===== src/rtl/crc_bitfix_pkg.sv =====
package crc_bitfix_pkg;
  typedef enum logic [1:0] {
    FX_CLEAN = 2'd0,
    FX_DATA  = 2'd1,
    FX_CHECK = 2'd2,
    FX_BAD   = 2'd3
  } fix_kind_e;
endpackage


===== src/rtl/crc_bitfix_lfsr.sv =====
module crc_bitfix_lfsr #(
  parameter int              CRC_W = 16,
  parameter logic [CRC_W-1:0] POLY = 16'h8005
) (
  input  logic             clk_i,
  input  logic             rst_ni,
  input  logic             en_i,
  input  logic             clr_i,
  input  logic             bit_i,
  output logic [CRC_W-1:0] crc_o
);
  logic [CRC_W-1:0] crc_q, base, nxt;
  logic             fb;

  always_comb begin
    base = clr_i ? '0 : crc_q;
    fb   = base[CRC_W-1] ^ bit_i;
    nxt  = {base[CRC_W-2:0], 1'b0} ^ (fb ? POLY : '0);
  end

  always_ff @(posedge clk_i or negedge rst_ni) begin
    if (!rst_ni)   crc_q <= '0;
    else if (en_i) crc_q <= nxt;
  end

  assign crc_o = crc_q;

  AST_LFSR_HOLD: assert property (@(posedge clk_i) disable iff (!rst_ni)
    !en_i |=> $stable(crc_o));
endmodule


===== src/rtl/crc_bitfix_locate.sv =====
module crc_bitfix_locate #(
  parameter int               DATA_W = 128,
  parameter int               CRC_W  = 16,
  parameter logic [CRC_W-1:0] POLY   = 16'h8005,
  localparam int              FRAME_W = DATA_W + CRC_W,
  localparam int              POS_W   = $clog2(FRAME_W)
) (
  input  logic             clk_i,
  input  logic             rst_ni,
  input  logic [CRC_W-1:0] syn_i,
  output logic             hit_o,
  output logic [POS_W-1:0] pos_o
);
  // x^k mod g: syndrome of a flip k positions before the frame end
  function automatic logic [CRC_W-1:0] xpow(input int k);
    logic [CRC_W-1:0] r;
    r = {{(CRC_W-1){1'b0}}, 1'b1};
    for (int i = 0; i < k; i++)
      r = {r[CRC_W-2:0], 1'b0} ^ (r[CRC_W-1] ? POLY : '0);
    return r;
  endfunction

  logic [FRAME_W-1:0] hit;

  for (genvar p = 0; p < FRAME_W; p++) begin : g_pat
    localparam logic [CRC_W-1:0] PAT = xpow(FRAME_W - 1 - p);
    assign hit[p] = (syn_i == PAT);
  end

  always_comb begin
    pos_o = '0;
    for (int p = 0; p < FRAME_W; p++)
      if (hit[p]) pos_o = pos_o | POS_W'(p);
  end

  assign hit_o = |hit;

  AST_HIT_ONEHOT: assert property (@(posedge clk_i) disable iff (!rst_ni)
    $onehot0(hit));
endmodule


===== src/rtl/crc_bitfix.sv =====
module crc_bitfix #(
  parameter int               DATA_W = 128,
  parameter int               CRC_W  = 16,
  parameter logic [CRC_W-1:0] POLY   = 16'h8005
) (
  input  logic              clk_i,
  input  logic              rst_ni,
  input  logic              frame_start_i,
  input  logic              bit_valid_i,
  input  logic              bit_i,
  output logic [DATA_W-1:0] data_o,
  output logic              done_o,
  output logic              ok_o,
  output logic              corrected_o,
  output logic              chk_err_o,
  output logic              uncorr_o
);
  import crc_bitfix_pkg::*;

  localparam int FRAME_W = DATA_W + CRC_W;
  localparam int CNT_W   = $clog2(FRAME_W);

  logic              act_q;
  logic [CNT_W-1:0]  cnt_q, pos;
  logic              take, in_data, last;
  logic [DATA_W-1:0] data_q, flip_mask;
  logic [CRC_W-1:0]  rxc_q, rxc_full, crc, syn;
  logic              hit;
  logic [CNT_W-1:0]  hit_pos, flip_idx;
  fix_kind_e         kind, kind_q;
  logic              done_q;

  assign take    = bit_valid_i && (frame_start_i || act_q);
  assign pos     = frame_start_i ? '0 : cnt_q;
  assign in_data = take && (pos < CNT_W'(DATA_W));
  assign last    = take && (pos == CNT_W'(FRAME_W - 1));

  always_ff @(posedge clk_i or negedge rst_ni) begin
    if (!rst_ni) begin
      act_q <= 1'b0;
      cnt_q <= '0;
    end else if (take) begin
      act_q <= !last;
      cnt_q <= last ? '0 : pos + 1'b1;
    end
  end

  always_ff @(posedge clk_i or negedge rst_ni) begin
    if (!rst_ni) begin
      data_q <= '0;
      rxc_q  <= '0;
    end else if (in_data) begin
      data_q <= {data_q[DATA_W-2:0], bit_i};
    end else if (take) begin
      rxc_q  <= {rxc_q[CRC_W-2:0], bit_i};
    end
  end

  crc_bitfix_lfsr #(.CRC_W(CRC_W), .POLY(POLY)) u_lfsr (
    .clk_i  (clk_i),
    .rst_ni (rst_ni),
    .en_i   (in_data),
    .clr_i  (frame_start_i),
    .bit_i  (bit_i),
    .crc_o  (crc)
  );

  // last check bit joins the syndrome straight from the pin
  assign rxc_full = {rxc_q[CRC_W-2:0], bit_i};
  assign syn      = crc ^ rxc_full;

  crc_bitfix_locate #(.DATA_W(DATA_W), .CRC_W(CRC_W), .POLY(POLY)) u_loc (
    .clk_i  (clk_i),
    .rst_ni (rst_ni),
    .syn_i  (syn),
    .hit_o  (hit),
    .pos_o  (hit_pos)
  );

  always_comb begin
    if (syn == '0)                        kind = FX_CLEAN;
    else if (!hit)                        kind = FX_BAD;
    else if (hit_pos < CNT_W'(DATA_W))    kind = FX_DATA;
    else                                  kind = FX_CHECK;
  end

  assign flip_idx  = CNT_W'(DATA_W - 1) - hit_pos;
  assign flip_mask = {{(DATA_W-1){1'b0}}, 1'b1} << flip_idx;

  always_ff @(posedge clk_i or negedge rst_ni) begin
    if (!rst_ni) begin
      done_q <= 1'b0;
      kind_q <= FX_CLEAN;
      data_o <= '0;
    end else begin
      done_q <= last;
      if (last) begin
        kind_q <= kind;
        data_o <= (kind == FX_DATA) ? (data_q ^ flip_mask) : data_q;
      end
    end
  end

  assign done_o      = done_q;
  assign ok_o        = done_q && (kind_q == FX_CLEAN);
  assign corrected_o = done_q && (kind_q == FX_DATA);
  assign chk_err_o   = done_q && (kind_q == FX_CHECK);
  assign uncorr_o    = done_q && (kind_q == FX_BAD);

  AST_DONE_PULSE: assert property (@(posedge clk_i) disable iff (!rst_ni)
    done_o |=> !done_o);
  AST_ONE_FLAG: assert property (@(posedge clk_i) disable iff (!rst_ni)
    done_o |-> $countones({ok_o, corrected_o, chk_err_o, uncorr_o}) == 1);
  AST_FLAGS_IDLE: assert property (@(posedge clk_i) disable iff (!rst_ni)
    !done_o |-> !(ok_o || corrected_o || chk_err_o || uncorr_o));
  AST_DATA_PASS: assert property (@(posedge clk_i) disable iff (!rst_ni)
    done_o && !corrected_o |-> data_o == data_q);
  AST_FIX_ONE_BIT: assert property (@(posedge clk_i) disable iff (!rst_ni)
    corrected_o |-> $countones(data_o ^ data_q) == 1);
endmodule


===== config.mk =====
export PLATFORM = sky130hd
export DESIGN_NAME = crc_bitfix
export DESIGN_NICKNAME = d
export VERILOG_FILES = /design/src/rtl/crc_bitfix_pkg.sv /design/src/rtl/crc_bitfix_lfsr.sv /design/src/rtl/crc_bitfix_locate.sv /design/src/rtl/crc_bitfix.sv
export SDC_FILE = /design/constraint.sdc
export NUM_CORES = 1
export LEC_CHECK = 0
export ABC_CLOCK_PERIOD_IN_PS = 4300
export BUFFER_PORTS_ARGS = -buffer_cell sky130_fd_sc_hd__buf_2
export CAP_MARGIN = 20
export CORE_ASPECT_RATIO = 0.8
export CORE_MARGIN = 5
export CORE_UTILIZATION = 29
export DETAILED_ROUTE_END_ITERATION = 6
export GPL_TIMING_DRIVEN = 0
export PLACE_DENSITY = 0.5
export SYNTH_ARGS = -nofsm -noshare
export SYNTH_HDL_FRONTEND = slang
export SYNTH_SLANG_ARGS = --single-unit

===== constraint.sdc =====
create_clock -name clk_i -period 4.3 [get_ports clk_i]
set_input_delay 0.43 -clock clk_i [delete_from_list [all_inputs] [get_ports clk_i]]
set_output_delay 0.43 -clock clk_i [all_outputs]
set_load 0.05 [all_outputs]

# Yosys cells after proc, flatten, opt, wreduce, memory -nomap -nowiden
# Index checks and enable logic that the tools add are counted.
# word_totals
ff_bits	299
wordCells	337
# classes
add_sub_neg	2
magnitude_cmp	2
eq_ne	149
n_shift	1
n_mux	156
bitwise_logic	5
reduce_logical	14
# op_table
cell	count
== test 16 bit (second input constant)	101
2-to-1 mux 7 bit	64
== test 16 x 15 -> 1 bit (second input constant)	16
2-to-1 mux 6 bit	32
2-to-1 mux 8 bit	18
OR reduction 144 bit	1
2-to-1 mux 128 bit	1
<< shifter 1 x 8 -> 128 bit (first input constant)	1
bitwise XOR 128 bit	1
== test 16 x 14 -> 1 bit (second input constant)	6
2-to-1 mux 5 bit	16
== test 16 x 12 -> 1 bit (second input constant)	3
== test 16 x 13 -> 1 bit (second input constant)	3
== test 16 x 10 -> 1 bit (second input constant)	2
== test 16 x 11 -> 1 bit (second input constant)	2
== test 16 x 8 -> 1 bit (second input constant)	2
== test 16 x 9 -> 1 bit (second input constant)	2
2-to-1 mux 16 bit	2
2-to-1 mux 4 bit	8
bitwise XOR 16 bit	2
2-to-1 mux 15 bit	2
== test 16 x 1 -> 1 bit (second input constant)	1
== test 16 x 2 -> 1 bit (second input constant)	1
== test 16 x 3 -> 1 bit (second input constant)	1
other kinds (22)	41

# Depth between registers and ports, before layout
# depth
word_depth	154
mapped_depth	15

# Modules after synthesis
# From an unflattened synthesis, not the netlist that was laid out.
# hier_totals
hier_cells	1711
hier_area_um2	16833.6
# modules_own_cells
module	instances	cells_each	area_per_inst_um2	seq_area_each_um2
crc_bitfix	1	1178	13166.4	7081.8
crc_bitfix_locate	1	468	2957.8	0.0
crc_bitfix_lfsr	1	65	709.4	400.4

# Worst setup path after synthesis
# No wires, ideal clock.
# synth_path
path_kind	input to register
from	in bit_i
to	reg data_o[16]
setup_time_ps	69
t_arrival_ps	3255
setup_slack_ps	976
cell_stages	13
path_buffers	3
cell_sequence	buf_2 -> xor2_2 -> buf_2 -> nand4_1 -> nor4_1 -> nor3_1 -> nand3b_1 -> nor2_1 -> and4_1 -> buf_2 -> or3b_1 -> or4_1 -> nand3_1
# synth_between
elab_chain_cells	154
elab_cells_between_ends	302
classes_between	add/sub: 1; order compare: 1; eq/ne: 145; shift: 1; mux: 150; bitwise: 2; reduce/logical: 2
# synth_rtl
element	line_no	rtl
start: declaration	crc_bitfix.sv:10	input logic bit_i,
bitwise XOR 16 bit (*)	crc_bitfix.sv:70	assign syn = crc ^ rxc_full;
== test 16 bit	crc_bitfix_locate.sv:27	assign hit[p] = (syn_i == PAT);
2-to-1 mux 1 bit	crc_bitfix_locate.sv:33	if (hit[p]) pos_o = pos_o | POS_W'(p);
2-to-1 mux 2 bit (2 in a row)	crc_bitfix_locate.sv:33	
2-to-1 mux 3 bit (4 in a row)	crc_bitfix_locate.sv:33	
2-to-1 mux 4 bit (8 in a row)	crc_bitfix_locate.sv:33	
2-to-1 mux 5 bit (16 in a row)	crc_bitfix_locate.sv:33	
2-to-1 mux 6 bit (32 in a row)	crc_bitfix_locate.sv:33	
(+80 left out)	--	
less-than comparator 8 bit	crc_bitfix.sv:83	else if (hit_pos < CNT_W'(DATA_W)) kind = FX_DATA;
2-to-1 mux 2 bit	crc_bitfix.sv:83	
2-to-1 mux 2 bit	crc_bitfix.sv:82	else if (!hit) kind = FX_BAD;
2-to-1 mux 2 bit	crc_bitfix.sv:81	if (syn == '0) kind = FX_CLEAN;
2-to-1 mux 2 bit	crc_bitfix.sv:82	
2-to-1 mux 2 bit (2 in a row)	crc_bitfix.sv:81	
== test 2 x 1 -> 1 bit	crc_bitfix.sv:99	data_o <= (kind == FX_DATA) ? (data_q ^ flip_mask) : data_q;
2-to-1 mux 128 bit (*)	crc_bitfix.sv:99	
end signal: assignment	crc_bitfix.sv:99	
end: declaration	crc_bitfix.sv:11	output logic [DATA_W-1:0] data_o,
# Every way passes the cells marked *; elsewhere a longest branch is shown, timed or not. The select of a mux whose other input is x is not followed.
# A chain may end at the register's enable or synchronous reset.

# Worst setup path in the final report
# layout_path
from	reg u_lfsr.crc_q[2], in the netlist u_lfsr.crc_o[2]
to	reg data_o[22]
# layout_between
elab_chain_cells	154
elab_cells_between_ends	302
classes_between	add/sub: 1; order compare: 1; eq/ne: 145; shift: 1; mux: 150; bitwise: 2; reduce/logical: 2
# layout_rtl
element	line_no	rtl
start: declaration	crc_bitfix_lfsr.sv:12	logic [CRC_W-1:0] crc_q, base, nxt;
start signal: assignment	crc_bitfix_lfsr.sv:23	else if (en_i) crc_q <= nxt;
bitwise XOR 16 bit (*)	crc_bitfix.sv:70	
== test 16 bit	crc_bitfix_locate.sv:27	
2-to-1 mux 1 bit	crc_bitfix_locate.sv:33	
2-to-1 mux 2 bit (2 in a row)	crc_bitfix_locate.sv:33	
2-to-1 mux 3 bit (4 in a row)	crc_bitfix_locate.sv:33	
2-to-1 mux 4 bit (8 in a row)	crc_bitfix_locate.sv:33	
2-to-1 mux 5 bit (16 in a row)	crc_bitfix_locate.sv:33	
2-to-1 mux 6 bit (32 in a row)	crc_bitfix_locate.sv:33	
(+80 left out)	--	
less-than comparator 8 bit	crc_bitfix.sv:83	
2-to-1 mux 2 bit	crc_bitfix.sv:83	
2-to-1 mux 2 bit	crc_bitfix.sv:82	
2-to-1 mux 2 bit	crc_bitfix.sv:81	
2-to-1 mux 2 bit	crc_bitfix.sv:82	
2-to-1 mux 2 bit (2 in a row)	crc_bitfix.sv:81	
== test 2 x 1 -> 1 bit	crc_bitfix.sv:99	
2-to-1 mux 128 bit (*)	crc_bitfix.sv:99	
# Marked as above.

==> summary.md <==
| Metric | Value |
|---|---|
| Final Cell Area | `roughly 21000 um2` |
| Synth cell types | `67` |
| Sequential share of power | `40.6%` |
| Int Pwr | `4.95 mW` |
| Dpl cell area | `18300 um2` |
| Tmin final | `about 4.3 ns` |
| Lkg Pwr | `9.53 nW` |
| Final Skew | `~0.015 ns` |
| Crit start category | `register` |
| Yosys reg bits | `299` |
| Main combinational cell family by area after synthesis | `simple AND/OR/NAND/NOR gates` |
| Worst r2r dst | `data_o[22]$_DFFE_PN0P_` |
| Worst endpoint required time | `4.77 ns` |
| PortBufs | `between 100 and 150` |
| Layout fillers | `5723` |
| Hold path start | `bit_valid_i` |
| Crit path launch | `u_lfsr.crc_o[2]$_DFFE_PN0P_` |
| Power Dens Cells | `347 nW/um2` |
| Drt drc | `0` |
| Final setup vio count | `0` |
| Final period util | `98.8%` |
| Min-delay worst type | `in2reg` |
| Switching Fraction | `32.3%` |
| Multi-input logic area | `9390 um2` |
| Synthesis-to-finish area growth | `28.5%` |
| Slew Limit Fails | `0` |
| Starting density of the core | `between 20% and 30%` |
| CTS tree | `yes` |
| WL final | `78800 um` |
| Max-capacitance violation count | `0` |
| Post-synth EDFFs | `0` |
| Logic pwr share | `20.2%` |
| Synth cell count leaders | `nand2_1 (592), dfrtp_1 (299), o21ai_0 (144)` |
| Crit Path Max Fanout | `10` |
| CP Cell Sequence | `xor2_1 > buf_2 > nand4_4 > nor4_4 > nor3_1 > nand3b_1 > buf_4 > nor4_1 > nand3_1 > or4b_1 > or3_1 > a31oi_1` |
| Post-Syn Nets | `1944` |
| Syn avg cell area | `8.45 um2` |
| Root buffer cell | `clkbuf_16` |
| Total core area | `55600 um2` |
| I/O Pins | `138` |
| Die area | `61400 um2` |
| Slew headroom | `34.5%` |
| Worst Hold End | `act_q$_DFFE_PN0P_` |
| Multiplexer share of the synthesized area | `about 1.2%` |
| CP Capture Type | `register` |
| Peak supply drop | `0.242 mV` |
| RSZ-0062 raised after global routing | `true` |
| Fin nets | `~2200` |
| Least-Margin Pin Slew | `0.975 ns` |
| Outcome | `finished, final reports clean` |
| Switching power | `2.36 mW` |
| Synth area leaders | `dfrtp_1 (46%), nand2_1 (14%), xnor2_1 (4.9%), o21ai_0 (4.4%), nand4_1 (4.0%)` |
| Synth Area in Adders | `0.0764%` |
| Synth Area in XOR/XNOR | `7.97%` |
| Vias in the first global route | `15900` |
| Top-count cell post-synth | `nand2_1` |
| FF-to-FF Start | `u_lfsr.crc_o[2]$_DFFE_PN0P_` |
| Depth of the CTS H-tree | `2` |
| Row Count | `77` |
| Layout cell share with drive strength beyond 1 | `22.0%` |
| Post-route ant nets | `0` |
| Primary FF master, synth | `dfrtp_1` |
| Clock transition at the registers of the reported paths | `around 0.06 ns` |
| Asr flop ratio synth | `100%` |
| Clock buffer depth | `3` |
| FF-to-FF setup slack | `0.05 ns` |
| CP max-delay cell | `nor4_4` |
| Final hold violation count | `0` |
| Crit path kind | `reg2reg` |
| First-pass DRT Iterations | `5` |
| Initial antenna violation count | `0` |
| Seq/Total Area, Yosys | `45.7%` |
| Mapped Area | `16400 um2` |
| Simple-Gate Fraction of Synth Area | `30.8%` |
| Placer Congestion | `between 1 and 1.5` |
| Starting DRC count in detailed routing | `1891` |
| Die height | `223 um` |
| Largest net degree at the start of global routing | `114` |
| Fmax | `0.235 GHz` |
| R2R cell count | `12` |
| Inst Count DP | `approximately 2800` |
| FF/Latch Area | `7480 um2` |
| Skew-Pair Late Insertion Delay | `0.55 ns` |
| Finished Layout Cells | `2983` |
| Hold Crit Depth | `2` |
| CP peak stage delay | `0.64 ns` |
| DR WL/cell | `26.4 um` |
| Critical Path AT | `4.72 ns` |
| Total overflow reported by the global router | `0` |
| Post-DP HPWL | `60500 um` |
| Leading area contributor after synthesis | `dfrtp_1` |
| Clock network fraction of design power | `about 40%` |
| Synth top area share | `a little under half` |
| Via Count | `16800` |
| Die X | `276 um` |
| Tot GR Track Use | `between 20% and 30%` |
| Vias/cell | `5.64` |
| TritonCTS sink count | `299` |
| Synth Warn # | `0` |
| Post-synthesis compound-gate area fraction | `10.9%` |
| Syn Inst Count | `1938` |
| CTS buffer count | `35` |
| First-pass GRT wire length | `113000 um` |
==> per-stage QoR <==
step | setup slack (ns) | hold WS, ns | total power [mW] | util, % | setup TNS, ns
2_1_floorplan | 0.976 | 0.134 | 3.67 | - | 0
3_3_place_gp | -2.94 | 0.454 | 4.20 | 32.4 | -1004.41
3_5_place_dp | -0.842 | 0.462 | 4.20 | 32.9 | -41.72
4_1_cts | -0.0447 | 0.0752 | 7.26 | 36.9 | -0.209
5_1_grt | -0.0397 | 0.119 | 7.59 | 37.9 | -0.150
6_report | 0.0499 | 0.0960 | 7.31 | 37.9 | 0
==> layout make-up <==
type / count / area share [%]
plain buffers: 125 / 2.88
multi-input cells: 1510 / 44.6
clock buffers: 50 / 4.72
diodes: 2 / 0.0238
inverters: 3 / 0.0535
well taps: 750 / 4.46
repair buffers: 235 / 7.31
clock inverters: 9 / 0.434
flip-flops and latches: 299 / 35.5
==> layout by cell type, fill, tap and decap left out, types with 6 or more instances in the layout <==
cell type	n
o21ai_0	143
and3_1	6
nor4_2	28
a2111oi_0	6
buf_2	175
a21oi_1	28
o31ai_1	13
xor2_1	29
nand4_1	106
and2_1	9
xnor2_4	10
nand4_4	6
xnor2_1	88
or4_1	19
buf_4	86
a211oi_1	6
nand3_1	46
o211ai_1	7
dfrtp_1	299
nor3_1	34
nor4_1	26
o22ai_1	14
or3_1	25
nor4_4	35
clkbuf_16	36
mux2_2	15
a31oi_1	32
clkbuf_2	15
clkbuf_1	73
clkbuf_4	7
nand2_1	589
nor2_1	76
==> state kept, by name, summed over array words and instances (netlist names) <==
register / flops
rxc_q: 15
act_q: 1
data_q: 128
done_o: 1
kind_q: 2
cnt_q: 8
u_lfsr.crc_o: 16
data_o: 128
==> cells by family after synthesis <==
logic type | count (synthesis)
simple gates | 1060
mux | 18
compound gates | 294
buf+inv | 129
flops | 299
fa+ha+maj | 1
xor+xnor | 137
==> per-layer routing <==
metal	up-vias	part of all wire, %	global-route usage (%)
met2	807	40	34.8
met1	8453	48	38.8
met4	0	3.3	6.96
li1	7417	-	-
met3	161	8.3	5.19
met5	-	0	0
==> critical path, delay by kind of cell (launching register included) <==
kind	cells	cell delay, ns
xor gates and xnor gates	1	0.26
AOI/OAI and AO/OA	1	0.17
DFF	1	0.51
buffers and inverters	2	0.48
and+or+nand+nor	8	2.77
==> worst max-delay path by stage <==
stage | end | slack, ns | cells past startpoint
2_1_floorplan | data_o[16]$_DFFE_PN0P_ | 0.98 | 13
3_3_place_gp | data_q[0]$_DFFE_PN0P_ | -2.94 | 1
5_1_grt | data_o[17]$_DFFE_PN0P_ | -0.04 | 14
4_1_cts | data_o[38]$_DFFE_PN0P_ | -0.04 | 14
6_report | data_o[22]$_DFFE_PN0P_ | 0.05 | 12
3_5_place_dp | data_o[16]$_DFFE_PN0P_ | -0.84 | 12
==> power groups by stage <==
stage / Combinational, mW / Clock, mW / Sequential, mW
floorplan: 0.681 / 0 / 2.99
global placement: 1.18 / 0 / 3.01
detailed placement: 1.19 / 0 / 3.02
CTS: 1.34 / 2.95 / 2.97
global route: 1.54 / 3.08 / 2.98
finish: 1.47 / 2.87 / 2.97
==> timing repair <==
item / 4_1_cts / 5_1_grt
hold endpoints to repair: 75 / 0
resized for setup: 116 / 69
setup buffers: 51 / 26
endpoints found under the setup margin: 34 / 76
hold buffers: 1 / 0
pin swaps: 25 / 17
Note: power is estimated with default switching activity, not from simulation.
